[src/rtl/drc_pkg.sv]
package drc_pkg;

  // log/exp fixed point: fraction bits of the log domain
  localparam int LOG_FW     = 8;
  // address bits of both lookup tables (64 entries plus end point)
  localparam int TAB_AW     = 6;
  // fraction bits of the contrast gain
  localparam int GAIN_FW    = 7;
  // fixed pipeline depth, input edge to output register
  localparam int PIPE_DEPTH = 6;

  // round(2^fw * log2(1 + i/n))
  function automatic int log_tab_val(input int i, input int fw, input int n);
    real x;
    x = 1.0 + real'(i) / real'(n);
    return $rtoi($floor(real'(1 << fw) * $ln(x) / $ln(2.0) + 0.5));
  endfunction

  // round(2^fw * 2^(j/n))
  function automatic int exp_tab_val(input int j, input int fw, input int n);
    return $rtoi($floor(real'(1 << fw) * $pow(2.0, real'(j) / real'(n)) + 0.5));
  endfunction

endpackage

[src/rtl/drc_valid_pipe.sv]
module drc_valid_pipe #(
  parameter int DEPTH = 6
) (
  input  logic           clk,
  input  logic           rst_n,
  input  logic           din,
  output logic [DEPTH:1] taps
);

  logic [DEPTH:0] chain;

  assign chain[0] = din;

  always_ff @(posedge clk or negedge rst_n) begin
    if (!rst_n) chain[DEPTH:1] <= '0;
    else        chain[DEPTH:1] <= chain[DEPTH-1:0];
  end

  assign taps = chain[DEPTH:1];

endmodule

[src/rtl/drc_log2.sv]
module drc_log2 #(
  parameter  int IN_W = 14,
  parameter  int FW   = 8,
  parameter  int AW   = 6,
  localparam int PW   = $clog2(IN_W),
  localparam int OW   = PW + FW
) (
  input  logic [IN_W-1:0] val,
  output logic [OW-1:0]   log_o
);

  localparam int MW  = IN_W - 1;      // bits below the leading one
  localparam int RW  = MW - AW;       // interpolation remainder bits
  localparam int TN  = 1 << AW;
  localparam int PRW = FW + 1 + RW;

  logic [FW:0] tab [TN+1];

  for (genvar i = 0; i <= TN; i++) begin : g_tab
    assign tab[i] = (FW+1)'(drc_pkg::log_tab_val(i, FW, TN));
  end

  logic [PW-1:0]  pos;
  logic [MW-1:0]  norm;
  logic [AW:0]    idx_lo, idx_hi;
  logic [RW-1:0]  rem;
  logic [FW:0]    lo, hi, step, fsum;
  logic [PRW-1:0] prod;

  always_comb begin
    pos = '0;
    for (int b = 1; b < IN_W; b++) begin
      if (val[b]) pos = PW'(b);
    end
    norm   = MW'(val << (PW'(MW) - pos));
    idx_lo = {1'b0, norm[MW-1 -: AW]};
    idx_hi = idx_lo + (AW+1)'(1);
    rem    = norm[RW-1:0];
    lo     = tab[idx_lo];
    hi     = tab[idx_hi];
    step   = hi - lo;
    prod   = PRW'(step) * PRW'(rem);
    fsum   = lo + (FW+1)'(prod >> RW);
    log_o  = {pos, FW'(fsum)};
  end

endmodule

[src/rtl/drc_exp2.sv]
module drc_exp2 #(
  parameter  int FW = 8,
  parameter  int AW = 6,
  localparam int MANT_W = FW + 2
) (
  input  logic [FW-1:0]     frac,
  output logic [MANT_W-1:0] mant
);

  localparam int RW  = FW - AW;
  localparam int TN  = 1 << AW;
  localparam int PRW = MANT_W + RW;

  logic [MANT_W-1:0] tab [TN+1];

  for (genvar j = 0; j <= TN; j++) begin : g_tab
    assign tab[j] = MANT_W'(drc_pkg::exp_tab_val(j, FW, TN));
  end

  logic [AW:0]       idx_lo, idx_hi;
  logic [RW-1:0]     rem;
  logic [MANT_W-1:0] lo, hi, step;
  logic [PRW-1:0]    prod;

  always_comb begin
    idx_lo = {1'b0, frac[FW-1 -: AW]};
    idx_hi = idx_lo + (AW+1)'(1);
    rem    = frac[RW-1:0];
    lo     = tab[idx_lo];
    hi     = tab[idx_hi];
    step   = hi - lo;
    prod   = PRW'(step) * PRW'(rem);
    mant   = lo + MANT_W'(prod >> RW);
  end

endmodule

[src/rtl/drc_compressor.sv]
module drc_compressor
  import drc_pkg::*;
#(
  parameter int PIX_W  = 14,
  parameter int OUT_W  = 10,
  parameter int GAIN_W = 8,
  parameter int OFS_W  = 13
) (
  input  logic                    clk,
  input  logic                    rst_n,
  input  logic                    in_valid,
  input  logic [PIX_W-1:0]        in_pix,
  input  logic [PIX_W-1:0]        in_base,
  input  logic [GAIN_W-1:0]       cfg_gain,
  input  logic signed [OFS_W-1:0] cfg_offset,
  output logic                    out_valid,
  output logic [OUT_W-1:0]        out_pix
);

  localparam int POS_W  = $clog2(PIX_W);
  localparam int LOG_W  = POS_W + LOG_FW;
  localparam int CB_W   = LOG_W + GAIN_W - GAIN_FW;
  localparam int DET_W  = LOG_W + 1;
  localparam int SUM_W  = CB_W + 3;
  localparam int EXP_W  = SUM_W - LOG_FW;
  localparam int MANT_W = LOG_FW + 2;
  localparam int SH_W   = $clog2(OUT_W);
  localparam int WIDE_W = MANT_W + (1 << SH_W);
  localparam logic [OUT_W-1:0] OUT_MAX = '1;

  // ---------------- arithmetic helpers ----------------
  function automatic logic [PIX_W-1:0] lift_zero(input logic [PIX_W-1:0] v);
    return (v == '0) ? PIX_W'(1) : v;
  endfunction

  function automatic logic [CB_W-1:0] scale_base(input logic [LOG_W-1:0] lb,
                                                 input logic [GAIN_W-1:0] g);
    logic [LOG_W+GAIN_W-1:0] p;
    p = (LOG_W+GAIN_W)'(lb) * (LOG_W+GAIN_W)'(g);
    return p[LOG_W+GAIN_W-1:GAIN_FW];
  endfunction

  function automatic logic signed [SUM_W-1:0] recombine(
      input logic [CB_W-1:0]         cb,
      input logic signed [DET_W-1:0] det,
      input logic signed [OFS_W-1:0] ofs);
    logic signed [SUM_W-1:0] a, b, c;
    a = $signed({{(SUM_W-CB_W){1'b0}}, cb});
    b = $signed({{(SUM_W-DET_W){det[DET_W-1]}}, det});
    c = $signed({{(SUM_W-OFS_W){ofs[OFS_W-1]}}, ofs});
    return a + b + c;
  endfunction

  function automatic logic [OUT_W-1:0] shift_clamp(input logic [MANT_W-1:0] m,
                                                   input logic [SH_W-1:0] sh);
    logic [WIDE_W-1:0] w;
    w = WIDE_W'(m) << sh;
    w = w >> LOG_FW;
    return (w > WIDE_W'(OUT_MAX)) ? OUT_MAX : OUT_W'(w);
  endfunction

  // ---------------- valid delay line ----------------
  logic [PIPE_DEPTH:1] vld;

  drc_valid_pipe #(.DEPTH(PIPE_DEPTH)) u_vpipe (
    .clk  (clk),
    .rst_n(rst_n),
    .din  (in_valid),
    .taps (vld)
  );

  // ---------------- stage 1: capture, zero lifted to one ----------------
  logic [PIX_W-1:0] px1, bs1;

  always_ff @(posedge clk or negedge rst_n) begin
    if (!rst_n) begin
      px1 <= '0;
      bs1 <= '0;
    end else if (in_valid) begin
      px1 <= lift_zero(in_pix);
      bs1 <= lift_zero(in_base);
    end
  end

  // ---------------- stage 2: log2 of both ----------------
  logic [LOG_W-1:0] lp_c, lb_c, lp2, lb2;

  drc_log2 #(.IN_W(PIX_W), .FW(LOG_FW), .AW(TAB_AW)) u_log_pix (
    .val  (px1),
    .log_o(lp_c)
  );

  drc_log2 #(.IN_W(PIX_W), .FW(LOG_FW), .AW(TAB_AW)) u_log_base (
    .val  (bs1),
    .log_o(lb_c)
  );

  always_ff @(posedge clk or negedge rst_n) begin
    if (!rst_n) begin
      lp2 <= '0;
      lb2 <= '0;
    end else if (vld[1]) begin
      lp2 <= lp_c;
      lb2 <= lb_c;
    end
  end

  // ---------------- stage 3: detail and compressed base ----------------
  logic signed [DET_W-1:0] det3;
  logic [CB_W-1:0]         cb3;

  always_ff @(posedge clk or negedge rst_n) begin
    if (!rst_n) begin
      det3 <= '0;
      cb3  <= '0;
    end else if (vld[2]) begin
      det3 <= $signed({1'b0, lp2}) - $signed({1'b0, lb2});
      cb3  <= scale_base(lb2, cfg_gain);
    end
  end

  // ---------------- stage 4: recombine with offset ----------------
  logic signed [SUM_W-1:0] sum4;

  always_ff @(posedge clk or negedge rst_n) begin
    if (!rst_n)      sum4 <= '0;
    else if (vld[3]) sum4 <= recombine(cb3, det3, cfg_offset);
  end

  // ---------------- stage 5: exp2 mantissa and exponent decode ----------------
  logic [MANT_W-1:0]       mant_c, mant5;
  logic signed [EXP_W-1:0] exp_c;
  logic                    sat_c, under_c;
  logic [SH_W-1:0]         sh5;
  logic                    sat5, under5;

  drc_exp2 #(.FW(LOG_FW), .AW(TAB_AW)) u_exp (
    .frac(sum4[LOG_FW-1:0]),
    .mant(mant_c)
  );

  assign exp_c   = $signed(sum4[SUM_W-1:LOG_FW]);
  assign under_c = exp_c[EXP_W-1];
  assign sat_c   = !under_c && (exp_c >= $signed(EXP_W'(OUT_W)));

  always_ff @(posedge clk or negedge rst_n) begin
    if (!rst_n) begin
      mant5  <= '0;
      sh5    <= '0;
      sat5   <= 1'b0;
      under5 <= 1'b0;
    end else if (vld[4]) begin
      mant5  <= mant_c;
      sh5    <= SH_W'(exp_c);
      sat5   <= sat_c;
      under5 <= under_c;
    end
  end

  // ---------------- stage 6: shift and saturate ----------------
  always_ff @(posedge clk or negedge rst_n) begin
    if (!rst_n) begin
      out_pix <= '0;
    end else if (vld[5]) begin
      if (under5)    out_pix <= '0;
      else if (sat5) out_pix <= OUT_MAX;
      else           out_pix <= shift_clamp(mant5, sh5);
    end
  end

  assign out_valid = vld[PIPE_DEPTH];

  // ---------------- named events for the checker ----------------
  logic ev_flat_in, ev_sat, ev_under;

  assign ev_flat_in = vld[1] && (px1 == bs1);
  assign ev_sat     = vld[5] && sat5;
  assign ev_under   = vld[5] && under5;

endmodule

[config.mk]
export PLATFORM = sky130hd
export DESIGN_NAME = drc_compressor
export DESIGN_NICKNAME = d
export VERILOG_FILES = /design/src/rtl/drc_pkg.sv /design/src/rtl/drc_valid_pipe.sv /design/src/rtl/drc_log2.sv /design/src/rtl/drc_exp2.sv /design/src/rtl/drc_compressor.sv
export SDC_FILE = /design/constraint.sdc
export NUM_CORES = 1
export LEC_CHECK = 0
export ABC_CLOCK_PERIOD_IN_PS = 13400
export BUFFER_PORTS_ARGS = -buffer_cell sky130_fd_sc_hd__clkbuf_2
export CORE_ASPECT_RATIO = 0.6
export CORE_UTILIZATION = 36
export CTS_BUF_LIST = sky130_fd_sc_hd__clkbuf_8
export DETAILED_ROUTE_END_ITERATION = 7
export GPL_TIMING_DRIVEN = 0
export PLACE_DENSITY_LB_ADDON = 0.05
export SLEW_MARGIN = 20
export SYNTH_ARGS = -nofsm -noshare
export SYNTH_HDL_FRONTEND = slang
export SYNTH_SLANG_ARGS = --single-unit
export TNS_END_PERCENT = 100
[constraint.sdc]
create_clock -name clk -period 13.4 [get_ports clk]
set_input_delay 2.01 -clock clk [delete_from_list [all_inputs] [get_ports clk]]
set_output_delay 2.01 -clock clk [all_outputs]
set_load 0.01 [all_outputs]
# [After elaboration in Yosys (flattened, before gate mapping)]
# Memory sizes are Yosys's and may differ from the RTL's.
# Cells that the tools add are included.
# W data, S select, Z words.
[classes] n_addsub=14 n_mul=4 n_lt_le_gt_ge=8 shift=3 mux=43 n_bitwise=6 reduce_logical=4
[ops] op="$mux W4" n=24
[ops] op="$mux W9" n=8
[ops] op="$mux W10" n=7
[ops] op="$ge A8 B8 Y1 const B" n=6
[ops] op="$mul A9 B7 Y15" n=2
[ops] op="$logic_not A14 Y1" n=2
[ops] op="$mux W14" n=2
[ops] op="$shl A14 B4 Y13" n=2
[ops] op="$shl A10 B4 Y26" n=1
[ops] op="$not A6 Y8" n=3
[ops] op="$not A7 Y8" n=3
[ops] op="$add A6 B1 Y7 const B" n=3
[ops] op="$mul A12 B8 Y20" n=1
[ops] op="$gt A18 B10 Y1 const B" n=1
[ops] op="$sub A9 B9 Y9" n=2
[ops] op="$add A15 B13 Y16" n=1
[ops] op="$add A8 B8 Y8" n=2
[ops] op="$add A14 B13 Y15" n=1
[ops] op="$sub A12 B12 Y13" n=1
[ops] op="$mul A10 B2 Y12" n=1
[ops] op="$add A10 B10 Y10" n=1
[ops] op="$sub A10 B10 Y10" n=1
[ops] op="$ge A8 B5 Y1 const B" n=1
[ops] op="$sub A4 B4 Y4 const A" n=2
[ops] op="other kinds (3)" n=4
[totals] register_bits=126 romBits=7168 in_bits=52 output_inout_bits=11 elab_cells=101 n_memories=6
[memory_table] memory="(no name shown)" words=128 word_bits=10 rd=1 rd_clocked_by_memory_dff=0 write_ports=0 line_no="drc_exp2.sv:30" source="hi = tab[idx_hi];"
[memory_table] memory="(no name shown)" words=128 word_bits=10 rd=1 rd_clocked_by_memory_dff=0 write_ports=0 line_no="drc_exp2.sv:29" source="lo = tab[idx_lo];"
[memory_table] memory="(no name shown)" words=128 word_bits=9 rd=1 rd_clocked_by_memory_dff=0 write_ports=0 line_no="drc_log2.sv:39" source="lo = tab[idx_lo];"
[memory_table] memory="(no name shown)" words=128 word_bits=9 rd=1 rd_clocked_by_memory_dff=0 write_ports=0 line_no="drc_log2.sv:40" source="hi = tab[idx_hi];"
[memory_table] memory="(no name shown)" words=128 word_bits=9 rd=1 rd_clocked_by_memory_dff=0 write_ports=0 line_no="drc_log2.sv:40"
[memory_table] memory="(no name shown)" words=128 word_bits=9 rd=1 rd_clocked_by_memory_dff=0 write_ports=0 line_no="drc_log2.sv:39"

# [Longest topological paths before layout]
# Gate-level depths: netlist of run 1.
[logic_depth] depth_word=23 mapped_depth=61 depth_no_buf=54

# [By module]
# Synthesis of run 1 repeated with hierarchy kept, for this count alone.
[unflattened] cells_unflattened=2622 area_unflattened_um2=21730.8
[modules_own_cells] mod="drc_compressor" n_inst=1 cells_per_inst=902 area_each_um2=9296.4 seq_area_each_um2=3002.9
[modules_own_cells] mod="drc_log2 (u_log_base)" n_inst=1 cells_per_inst=632 area_each_um2=4662.0 seq_area_each_um2=0.0
[modules_own_cells] mod="drc_log2 (u_log_pix)" n_inst=1 cells_per_inst=638 area_each_um2=4570.6 seq_area_each_um2=0.0
[modules_own_cells] mod="drc_exp2" n_inst=1 cells_per_inst=444 area_each_um2=3051.7 seq_area_each_um2=0.0
[modules_own_cells] mod="drc_valid_pipe" n_inst=1 cells_per_inst=6 area_each_um2=150.1 seq_area_each_um2=150.1

# [Worst setup path before layout of run 1]
# Ideal clock, no wire load.
[synth_timing] path_kind="register -> register" start="register px1[11]" end="register lp2[7]" setup_ns=0.125 t_arrival_ns=11.804 required_ns=13.275 slack_ns=1.471 path_stages_with_launch=56 n_path_buf=7 period_less_slack_ns=11.929 cell_sequence="dfrtp_1 buf_2 nor4_2 o31ai_1 nand2_1 inv_2 buf_4 buf_2 ha_1 clkbuf_1 inv_1 a211o_1 a21o_1 buf_2 inv_2 clkbuf_1 ha_1 inv_1 (+20 left out) inv_1 ha_1 nand4_1 or4_1 o41ai_1 a2111oi_0 or2_2 xnor2_1 ha_1 nand2_1 o21ai_0 o21ai_0 nand2b_1 a21oi_1 xnor2_1 xnor2_1 xnor3_1 mux2_2"
[synth_via] elab_chain_cells=13 elab_cells_between_ends=17 classes_between="add/sub (4); mul (1); shift (1); mux (7); bitwise (2); memory (2)"
[synth_rtl] element="from (decl)" line_no="drc_compressor.sv:73" source="logic [PIX_W-1:0] px1, bs1;"
[synth_rtl] element="from (signal assigned)" line_no="drc_compressor.sv:80" source="px1 <= lift_zero(in_pix);"
[synth_rtl] element="$mux W4 (*) (3 in a row)" line_no="drc_log2.sv:33" source="if (val[b]) pos = PW'(b);"
[synth_rtl] element="via lp_c[9]" line_no="drc_compressor.sv:86" source="logic [LOG_W-1:0] lp_c, lb_c, lp2, lb2;"
[synth_rtl] element="$sub A4 B4 Y4 (*)" line_no="drc_log2.sv:35" source="norm = MW'(val << (PW'(MW) - pos));"
[synth_rtl] element="$shl A14 B4 Y13 (*)" line_no="drc_log2.sv:35"
[synth_rtl] element="$add A6 B1 Y7" line_no="drc_log2.sv:37" source="idx_hi = idx_lo + (AW+1)'(1);"
[synth_rtl] element="$not A7 Y8 (not written as such)" line_no="drc_log2.sv:40"
[synth_rtl] element="$mem_v2 Z128 W9"
[synth_rtl] element="$mux W9 (not written as such) (2 in a row)" line_no="drc_log2.sv:40"
[synth_rtl] element="$sub A9 B9 Y9" line_no="drc_log2.sv:41" source="step = hi - lo;"
[synth_rtl] element="$mul A9 B7 Y15" line_no="drc_log2.sv:42" source="prod = PRW'(step) * PRW'(rem);"
[synth_rtl] element="$add A8 B8 Y8 (*)" line_no="drc_log2.sv:43" source="fsum = lo + (FW+1)'(prod >> RW);"
[synth_rtl] element="to (signal assigned)" line_no="drc_compressor.sv:103" source="lp2 <= lp_c;"
[synth_rtl] element="to (decl)" line_no="drc_compressor.sv:86"
# The timed path passes the listed nets; every way through them passes the cells marked *. The select of a mux whose other input is x is not followed.
# A chain may end at the register's enable or synchronous reset.

# [Worst setup path after layout of run 1]
# Same ends and word-level chain as after synthesis.

==> flow_summary.json, run 1 <==
{
  "setup_violations": 0,
  "drv_cap": 0,
  "finalWirelength_microns": 67800,
  "cp.required_ps": 13770,
  "wl_per_cell_microns": 19.5,
  "grt_most_used_layer": "met1",
  "grt_util_met2_pct": 30.1,
  "postSynthNetCount": 3010,
  "finClkSkew_ps": 18.0,
  "htreeDepth": 4,
  "slowest_delay_ps": 640,
  "rows": 68,
  "fillCellCount": 6037,
  "die_w_microns": 315,
  "hold_class": "reg -> reg",
  "max_slew_margin_pct": 29.2,
  "yosysTopAreaCell": "dfrtp_1",
  "synth_edf_count": 0,
  "antenna_found_initial": 2,
  "vias_per_cell": 5.52,
  "maxSlewViolCount": 0,
  "drt_iter0_markers": 1387,
  "critPathCaptureType": "flop",
  "hold-path-endpoint": "u_vpipe.taps[4]",
  "period_minus_slack_ps": 12800,
  "cts_tree": "done",
  "r2r_slack_ps": 600,
  "met3_usage_pct": 4.21,
  "yosysSeqAreaShare_pct": 14.9,
  "hold_viol": 0,
  "hpwl_microns": 55100,
  "place_ws_ps": -1760,
  "vias": 19200,
  "area.growth.synth_to_final_pct": 11.5,
  "syn_area_sq_um": 21100,
  "syn_avg_cell_area_sq_um": 8.16,
  "io_pins": 63,
  "fin_nets": 3112,
  "violations": "design-rule violations",
  "clk-insertion-delay-late_ps": 490,
  "clock-sinks": 126,
  "overflow": 0,
  "die-area_sq_um": 59700,
  "drt_first_pass_iters": 8,
  "yosys-top-cells-area": "dfrtp_1, fa_1, ha_1",
  "synth_top_area_share_pct": 14.9,
  "clk_path_buf_depth": 2,
  "start_kind": "flop",
  "r2r_end": "lp2[7]",
  "drc": 8,
  "min_from": "u_vpipe.taps[3]",
  "worst_slack_ps": 605,
  "design_area_sq_um": 23600,
  "cts.hold.buffers_added": 0,
  "max_freq_mhz": 78.2,
  "start_util_pct": 36.6,
  "startpoint": "px1[11]",
  "core_region_area_sq_um": 57800,
  "synth_ff_type": "dfrtp_1",
  "grt_use_met1_pct": 38.6,
  "r2r-start": "px1[11]",
  "crit_slowest_cell": "o311ai_0",
  "ant_nets": 0,
  "grt_pass1_wl_microns": 108000,
  "grt_pass1_vias": 18400,
  "placed_cell_area_sq_um": 22500,
  "synthArstFlopShare_pct": 100,
  "cts.clk_slew.worst_paths_ps": 100,
  "synth_warnings": 0,
  "status": "finished with violations",
  "ys_ff_latch": 126,
  "period_share_pct": 95.5,
  "worstRegToRegCells": 52,
  "numPortBuffers": 62,
  "grt_max_degree": 69,
  "tightestPinTransition_ps": 1050,
  "cp_max_fo": 11,
  "die_h_microns": 190,
  "arrival_ps": 13170,
  "cts-buffers-inserted": 17,
  "syn_inst": 2590,
  "timing_worst_setup_path_type": "reg -> reg",
  "gp_congestion": 0.937,
  "drive_above_1_share_pct": 13.5,
  "min_delay_path_depth": 0,
  "grt_usage_pct": 23.0,
  "root_buffer": "clkbuf_8",
  "synth.distinct_cells": 99
}
-- cells in the final DEF, fill, tap and decap left out, types with 27 or more instances in the layout --
cell type and count:
fa_1 145, mux2_2 75, a21oi_1 148, nand2_1 227, nor2b_1 29, nor3_1 77, inv_1 232, and2_1 58
nor2_1 254, clkbuf_1 87, mux2i_1 40, clkbuf_2 66, xor2_1 27, xnor2_1 71, buf_4 31, a211oi_1 44
ha_1 215, dfrtp_1 126, nand2b_1 38, nand3_1 39, o21ai_0 148, a21o_1 45
-- flip-flops by register name, summed over array words and instances, names as in the netlist --
register / flops
det3: 13
sat5: 1
u_vpipe.taps: 6
sum4: 16
sh5: 4
lp2: 12
mant5: 10
out_pix: 10
bs1: 14
px1: 14
under5: 1
lb2: 12
cb3: 13
-- synthesized netlist by cell type, types with 9 or more instances --
| cell type | count |
|---|---|
| nor2_1 | 255 |
| inv_1 | 233 |
| nand2_1 | 228 |
| ha_1 | 222 |
| a21oi_1 | 151 |
| o21ai_0 | 151 |
| fa_1 | 146 |
| dfrtp_1 | 126 |
| clkbuf_1 | 100 |
| xnor2_1 | 86 |
| nor3_1 | 77 |
| mux2_2 | 75 |
| and2_1 | 58 |
| a211oi_1 | 45 |
| a21o_1 | 45 |
| mux2i_1 | 40 |
| nand3_1 | 39 |
| nand2b_1 | 38 |
| xor2_1 | 32 |
| nor2b_1 | 29 |
| buf_2 | 26 |
| o211ai_1 | 25 |
| a31oi_1 | 15 |
| or2_2 | 15 |
| o22ai_1 | 14 |
| or3_1 | 14 |
| buf_1 | 13 |
| nor4_1 | 13 |
| o21a_1 | 13 |
| o21bai_1 | 13 |
| o31ai_1 | 13 |
| a311oi_1 | 12 |
| a21boi_0 | 11 |
| o221ai_1 | 11 |
| a211o_1 | 10 |
| o31a_1 | 10 |
| and3_1 | 9 |
-- stage by stage --
step                      utilization, %  TNS (ps)  std cells  hold slack (ps)
final                               40.8         0       3477              390
after global routing                40.8     -3.25       3477              398
after CTS                           40.0         0       3455              394
after detailed placement            38.9     -4620       3424              364
after global placement              38.8     -4570       3422              362
after floorplan                        -         0       2590              352
-- cell families (layout without fill, tap and decap cells) --
family / Yosys count / count (layout) / synth area share (%)
simple gates: 812 / 812 / 18.1
compound gates: 641 / 641 / 20.2
buf+inv: 393 / 508 / 7.42
fa+ha+maj: 368 / 368 / 27.0
xor+xnor: 128 / 128 / 5.82
flops: 126 / 126 / 14.9
mux: 122 / 122 / 6.59
other cells: 0 / 2 / 0
-- routing by layer --
metal  share of wire (%)  vias up  routed length (microns)
met3                 6.6       18                     4470
li1                    -     9186                        -
met1                  55     9401                    37300
met5                   0        -                        0
met4                0.49        0                      335
met2                  38      600                    25700
-- cell type report --
class | instances | area [sq um] | area share (%)
multi-input cells | 2071 | 16900 | 71.6
flip-flops and latches | 126 | 3150 | 13.4
well taps | 770 | 963 | 4.09
inverters | 242 | 917 | 3.89
plain buffers | 147 | 692 | 2.94
repair buffers | 87 | 539 | 2.29
clock buffers | 17 | 234 | 0.993
clock inverters | 15 | 196 | 0.833
diodes | 2 | 5.00 | 0.0212
-- worst max path at each step --
stage	endpoint	cells past startpoint
2_1_floorplan	lp2[7]	55
3_3_place_gp	lp2[7]	54
3_5_place_dp	lp2[7]	53
4_1_cts	lp2[7]	53
5_1_grt	lb2[7]	58
6_report	lp2[7]	52
-- critical path, delay by kind of cell, from the launching register on --
| kind | cells | cell delay, ps |
|---|---|---|
| adders and majority gates | 10 | 3430 |
| muxes | 1 | 280 |
| DFF | 1 | 390 |
| AOI/OAI and AO/OA | 13 | 2840 |
| and+or+nand+nor | 10 | 2000 |
| buffers and inverters | 11 | 1850 |
| xor gates and xnor gates | 7 | 1830 |
-- what timing repair did --
| action | CTS | global route |
|---|---|---|
| pin swaps | 2 | 10 |
| setup endpoints to repair | 9 | 5 |
| resized for setup | 38 | 70 |
| setup buffers | 2 | 21 |
Power of run 1 is left out: the tool's default activity adds up to more than one toggle a clock period on the data nets, which glitch-free logic cannot reach.
==> run 2: changes to the inputs <==
- CORE_UTILIZATION: 36 -> 50
==> flow_summary.json, run 2 (synthesized netlist as in run 1, its figures left out) <==
{
  "area.growth.synth_to_final_pct": 9.07,
  "min_delay_path_depth": 0,
  "tightestPinTransition_ps": 993,
  "vias": 19500,
  "grt_usage_pct": 29.5,
  "clk_path_buf_depth": 2,
  "worst_path_most_repeated_cell": "ha_1",
  "largest_reg_flops": 16,
  "drt_iter0_markers": 1961,
  "cpLargestDelayFamily": "adder cells",
  "hold_class": "reg -> reg",
  "cts-buffers-inserted": 17,
  "critPathCaptureType": "flop",
  "start_kind": "flop",
  "core_region_area_sq_um": 41100,
  "place_inst": 3214,
  "overflow": 0,
  "design_area_sq_um": 23100,
  "rows": 57,
  "max_slew_margin_pct": 33.3,
  "worstRegToRegCells": 53,
  "vias_per_cell": 5.98,
  "period_share_pct": 94.5,
  "root_buffer": "clkbuf_8",
  "finalWirelength_microns": 62300,
  "start_util_pct": 51.5,
  "hold_viol": 0,
  "grt_max_degree": 85,
  "layoutNonFillerInstCount": 3254,
  "cp_max_fo": 14,
  "die_h_microns": 161,
  "r2r_slack_ps": 730,
  "critPathBufInv": 8,
  "drc": 0,
  "top_regs": "sum4 x16, bs1 x14, px1 x14",
  "max_freq_mhz": 79.0,
  "fin_nets": 3101,
  "drt_first_pass_iters": 6,
  "r2r-start": "bs1[10]",
  "slowest_delay_ps": 550,
  "min_from": "u_vpipe.taps[3]",
  "grt_pass1_wl_microns": 101000,
  "placed_cell_area_sq_um": 22200,
  "fin_util_pct": 56.1,
  "cts_tree": "done",
  "crit_slowest_cell": "fa_1",
  "setup_violations": 0,
  "numPortBuffers": 62,
  "grt_pass1_vias": 18400,
  "clk-insertion-delay-late_ps": 500,
  "final_cell_mix": "nor2_1, inv_1, nand2_1, ha_1, a21oi_1",
  "timing_worst_setup_path_type": "reg -> reg",
  "mostFrequentLayoutCell": "nor2_1",
  "die-area_sq_um": 43100,
  "status": "complete, no violations",
  "period_minus_slack_ps": 12670,
  "antenna_found_initial": 1,
  "holdWs_ps": 382,
  "htreeDepth": 4,
  "clock-sinks": 126,
  "maxSlewViolCount": 0,
  "cp.required_ps": 13830,
  "drive_above_1_share_pct": 12.4,
  "cts.hold.buffers_added": 0,
  "largest_register": "sum4",
  "die_w_microns": 267,
  "hpwl_microns": 50300,
  "io_pins": 63,
  "arrival_ps": 13090,
  "ant_nets": 0,
  "cts.clk_slew.worst_paths_ps": 90,
  "drv_cap": 0,
  "hold-path-endpoint": "u_vpipe.taps[4]",
  "startpoint": "bs1[10]",
  "r2r_end": "lb2[7]",
  "gp_congestion": 1.00,
  "wl_per_cell_microns": 19.2,
  "finClkSkew_ps": 23.3
}
==> run 2: changes by cell type in the layout (fill, tap and decap cells not counted), sizes merged, moves of 2 or more <==
cell	before	now
buf	74	61
clkbuf	177	179
clkinv	4	8
inv	247	242
==> run 2: stage by stage <==
stage	setup slack [ps]	setup TNS, ps
6_report	734	0
2_1_floorplan	1470	0
4_1_cts	28.7	0
3_3_place_gp	-1190	-3330
3_5_place_dp	-1330	-4100
5_1_grt	-43.2	-43.2
==> run 2: routing by layer <==
metal,track usage [%],wire [microns]
met5,0,0
met4,4.78,842
met3,5.70,5480
met2,41.1,24900
met1,47.0,31100
==> run 2: cell type report <==
cell class | instances | area (sq um)
fillers | 3888 | 18000
multi-input cells | 2071 | 16700
flip-flops and latches | 126 | 3150
inverters | 242 | 912
well taps | 560 | 701
plain buffers | 148 | 683
repair buffers | 75 | 434
clock buffers | 17 | 234
clock inverters | 14 | 208
diodes | 1 | 2.50
==> run 2: how the worst max path moves through the flow <==
stage,to,slack [ps],depth (start not counted)
final,lb2[7],730,53
after global placement,lp2[7],-1190,52
after global routing,lp2[7],-40,51
after CTS,lp2[7],30,54
after floorplan,lp2[7],1470,55
after detailed placement,lp2[7],-1330,52
==> run 2: worst reg2reg max path: cells and delay by family (launching register included) <==
family | cells | cell delay (ps)
compound gates | 17 | 3630
xor+xnor | 6 | 1430
fa+ha+maj | 10 | 3820
buf+inv | 8 | 1350
flops | 1 | 370
mux | 2 | 470
simple gates | 10 | 1530
==> run 2: what timing repair did <==
action	in CTS	in global routing
pin swaps	0	7
endpoints found under the setup margin	9	4
setup buffers	0	11
endpoints found under the hold margin	0	0
gates resized for setup	29	51
Power of run 2 is left out for the same reason.
==> run 3: changes to the inputs <==
- CELL_PAD_IN_SITES_DETAIL_PLACEMENT: not set -> 1
- CELL_PAD_IN_SITES_GLOBAL_PLACEMENT: not set -> 1
- CORE_MARGIN: not set -> 3
==> flow_summary.json, run 3 (synthesized netlist as in run 1, its figures left out) <==
{
  "maxSlewViolCount": 0,
  "critPathCaptureType": "flop",
  "largest_reg_flops": 16,
  "max_slew_margin_pct": 27.6,
  "setup_violations": 0,
  "area.growth.synth_to_final_pct": 9.47,
  "cts-buffers-inserted": 17,
  "grt_pass1_wl_microns": 114000,
  "io_pins": 63,
  "cts_tree": "done",
  "ant_nets": 0,
  "critPathBufInv": 13,
  "antennaDiodeCount": 0,
  "hold_class": "reg -> reg",
  "tightestPinTransition_ps": 1080,
  "worst_slack_ps": 503,
  "cts.clk_slew.worst_paths_ps": 110,
  "largest_register": "sum4",
  "grt_usage_pct": 31.7,
  "clk_path_buf_depth": 2,
  "period_share_pct": 96.2,
  "start_kind": "flop",
  "final_cell_mix": "nor2_1, inv_1, nand2_1, ha_1, a21oi_1",
  "place_ws_ps": -1630,
  "crit_slowest_cell": "fa_1",
  "drt_first_pass_iters": 7,
  "numPortBuffers": 62,
  "drv_cap": 0,
  "period_minus_slack_ps": 12900,
  "antenna_found_initial": 0,
  "clock-sinks": 126,
  "root_buffer": "clkbuf_8",
  "fin_nets": 3103,
  "status": "complete, no violations",
  "die_h_microns": 165,
  "finalWirelength_microns": 71100,
  "drt_iter0_markers": 1871,
  "cp_max_fo": 13,
  "hold_viol": 0,
  "start_util_pct": 51.5,
  "overflow": 0,
  "mostFrequentLayoutCell": "nor2_1",
  "slowest_delay_ps": 570,
  "drc": 0,
  "top_regs": "sum4 x16, bs1 x14, px1 x14",
  "vias_per_cell": 6.14,
  "wl_per_cell_microns": 21.8,
  "cpLargestDelayFamily": "adder cells",
  "timing_worst_setup_path_type": "reg -> reg",
  "vias": 20000,
  "htreeDepth": 4,
  "die_w_microns": 271,
  "grt_max_degree": 77,
  "gp_congestion": 0.949,
  "rsz0062_at_grt": "yes",
  "grt_pass1_vias": 20600,
  "clk-insertion-delay-late_ps": 490,
  "arrival_ps": 13280,
  "cp.required_ps": 13780,
  "rows": 57,
  "max_freq_mhz": 77.5,
  "die-area_sq_um": 44900,
  "finClkSkew_ps": 27.0,
  "drive_above_1_share_pct": 13.0,
  "hpwl_microns": 56400,
  "core_region_area_sq_um": 41100
}
run 3: cell types whose count changed in the layout (fill, tap and decap cells not counted), sizes merged:
cell      change
clkinv        -1
diode         -1
clkbuf        -1
inv           +3
bufinv        -2
buf           +3
clkinvlp      +1
run 3: worst paths after layout:
path / slack (ps) / depth (start not counted) / endpoint / startpoint
worst min-delay path: 380 / 0 / u_vpipe.taps[5] / u_vpipe.taps[4]
worst min register to register: 380 / 0 / u_vpipe.taps[5] / u_vpipe.taps[4]
worst max-delay path: 500 / 49 / lp2[7] / px1[11]
min in group asynchronous: 1470 / 1 / mant5[8] / rst_n
max in group asynchronous: 11150 / 2 / px1[2] / rst_n
worst max register to register: 500 / 49 / lp2[7] / px1[11]
run 3: through the flow:
| stage | hold WS [ps] | utilization [%] | std cells | setup TNS (ps) | cell area [sq um] |
|---|---|---|---|---|---|
| 2_1_floorplan | 352 | - | 2590 | 0 | 21100 |
| 3_3_place_gp | 361 | 53.9 | 3212 | -5060 | 22100 |
| 3_5_place_dp | 361 | 54.0 | 3214 | -6820 | 22200 |
| 4_1_cts | 381 | 55.4 | 3243 | -5.96 | 22700 |
| 5_1_grt | 387 | 56.3 | 3256 | -186 | 23100 |
| 6_report | 382 | 56.3 | 3256 | 0 | 23100 |
run 3: cell type report:
class | count | area [sq um]
Tap cell | 560 | 701
Multi-Input combinational cell | 2071 | 16800
Timing Repair Buffer | 79 | 479
Sequential cell | 126 | 3150
Buffer | 146 | 687
Clock buffer | 17 | 234
Fill cell | 5042 | 17900
Inverter | 242 | 916
Clock inverter | 15 | 173
run 3: repair_timing:
item,4_1_cts,5_1_grt
resized for setup,33,66
setup endpoints to repair,12,7
hold buffers,0,0
setup buffers,0,15
pin swaps,0,8
run 3: metal layers:
metal | vias up | GRT usage [%] | routed length (microns)
met5 | - | 0 | 0
met4 | 0 | 3.90 | 666
met3 | 67 | 5.91 | 4990
met2 | 655 | 47.8 | 30100
met1 | 10100 | 48.4 | 35400
li1 | 9166 | - | -
Power of run 3 is left out for the same reason.
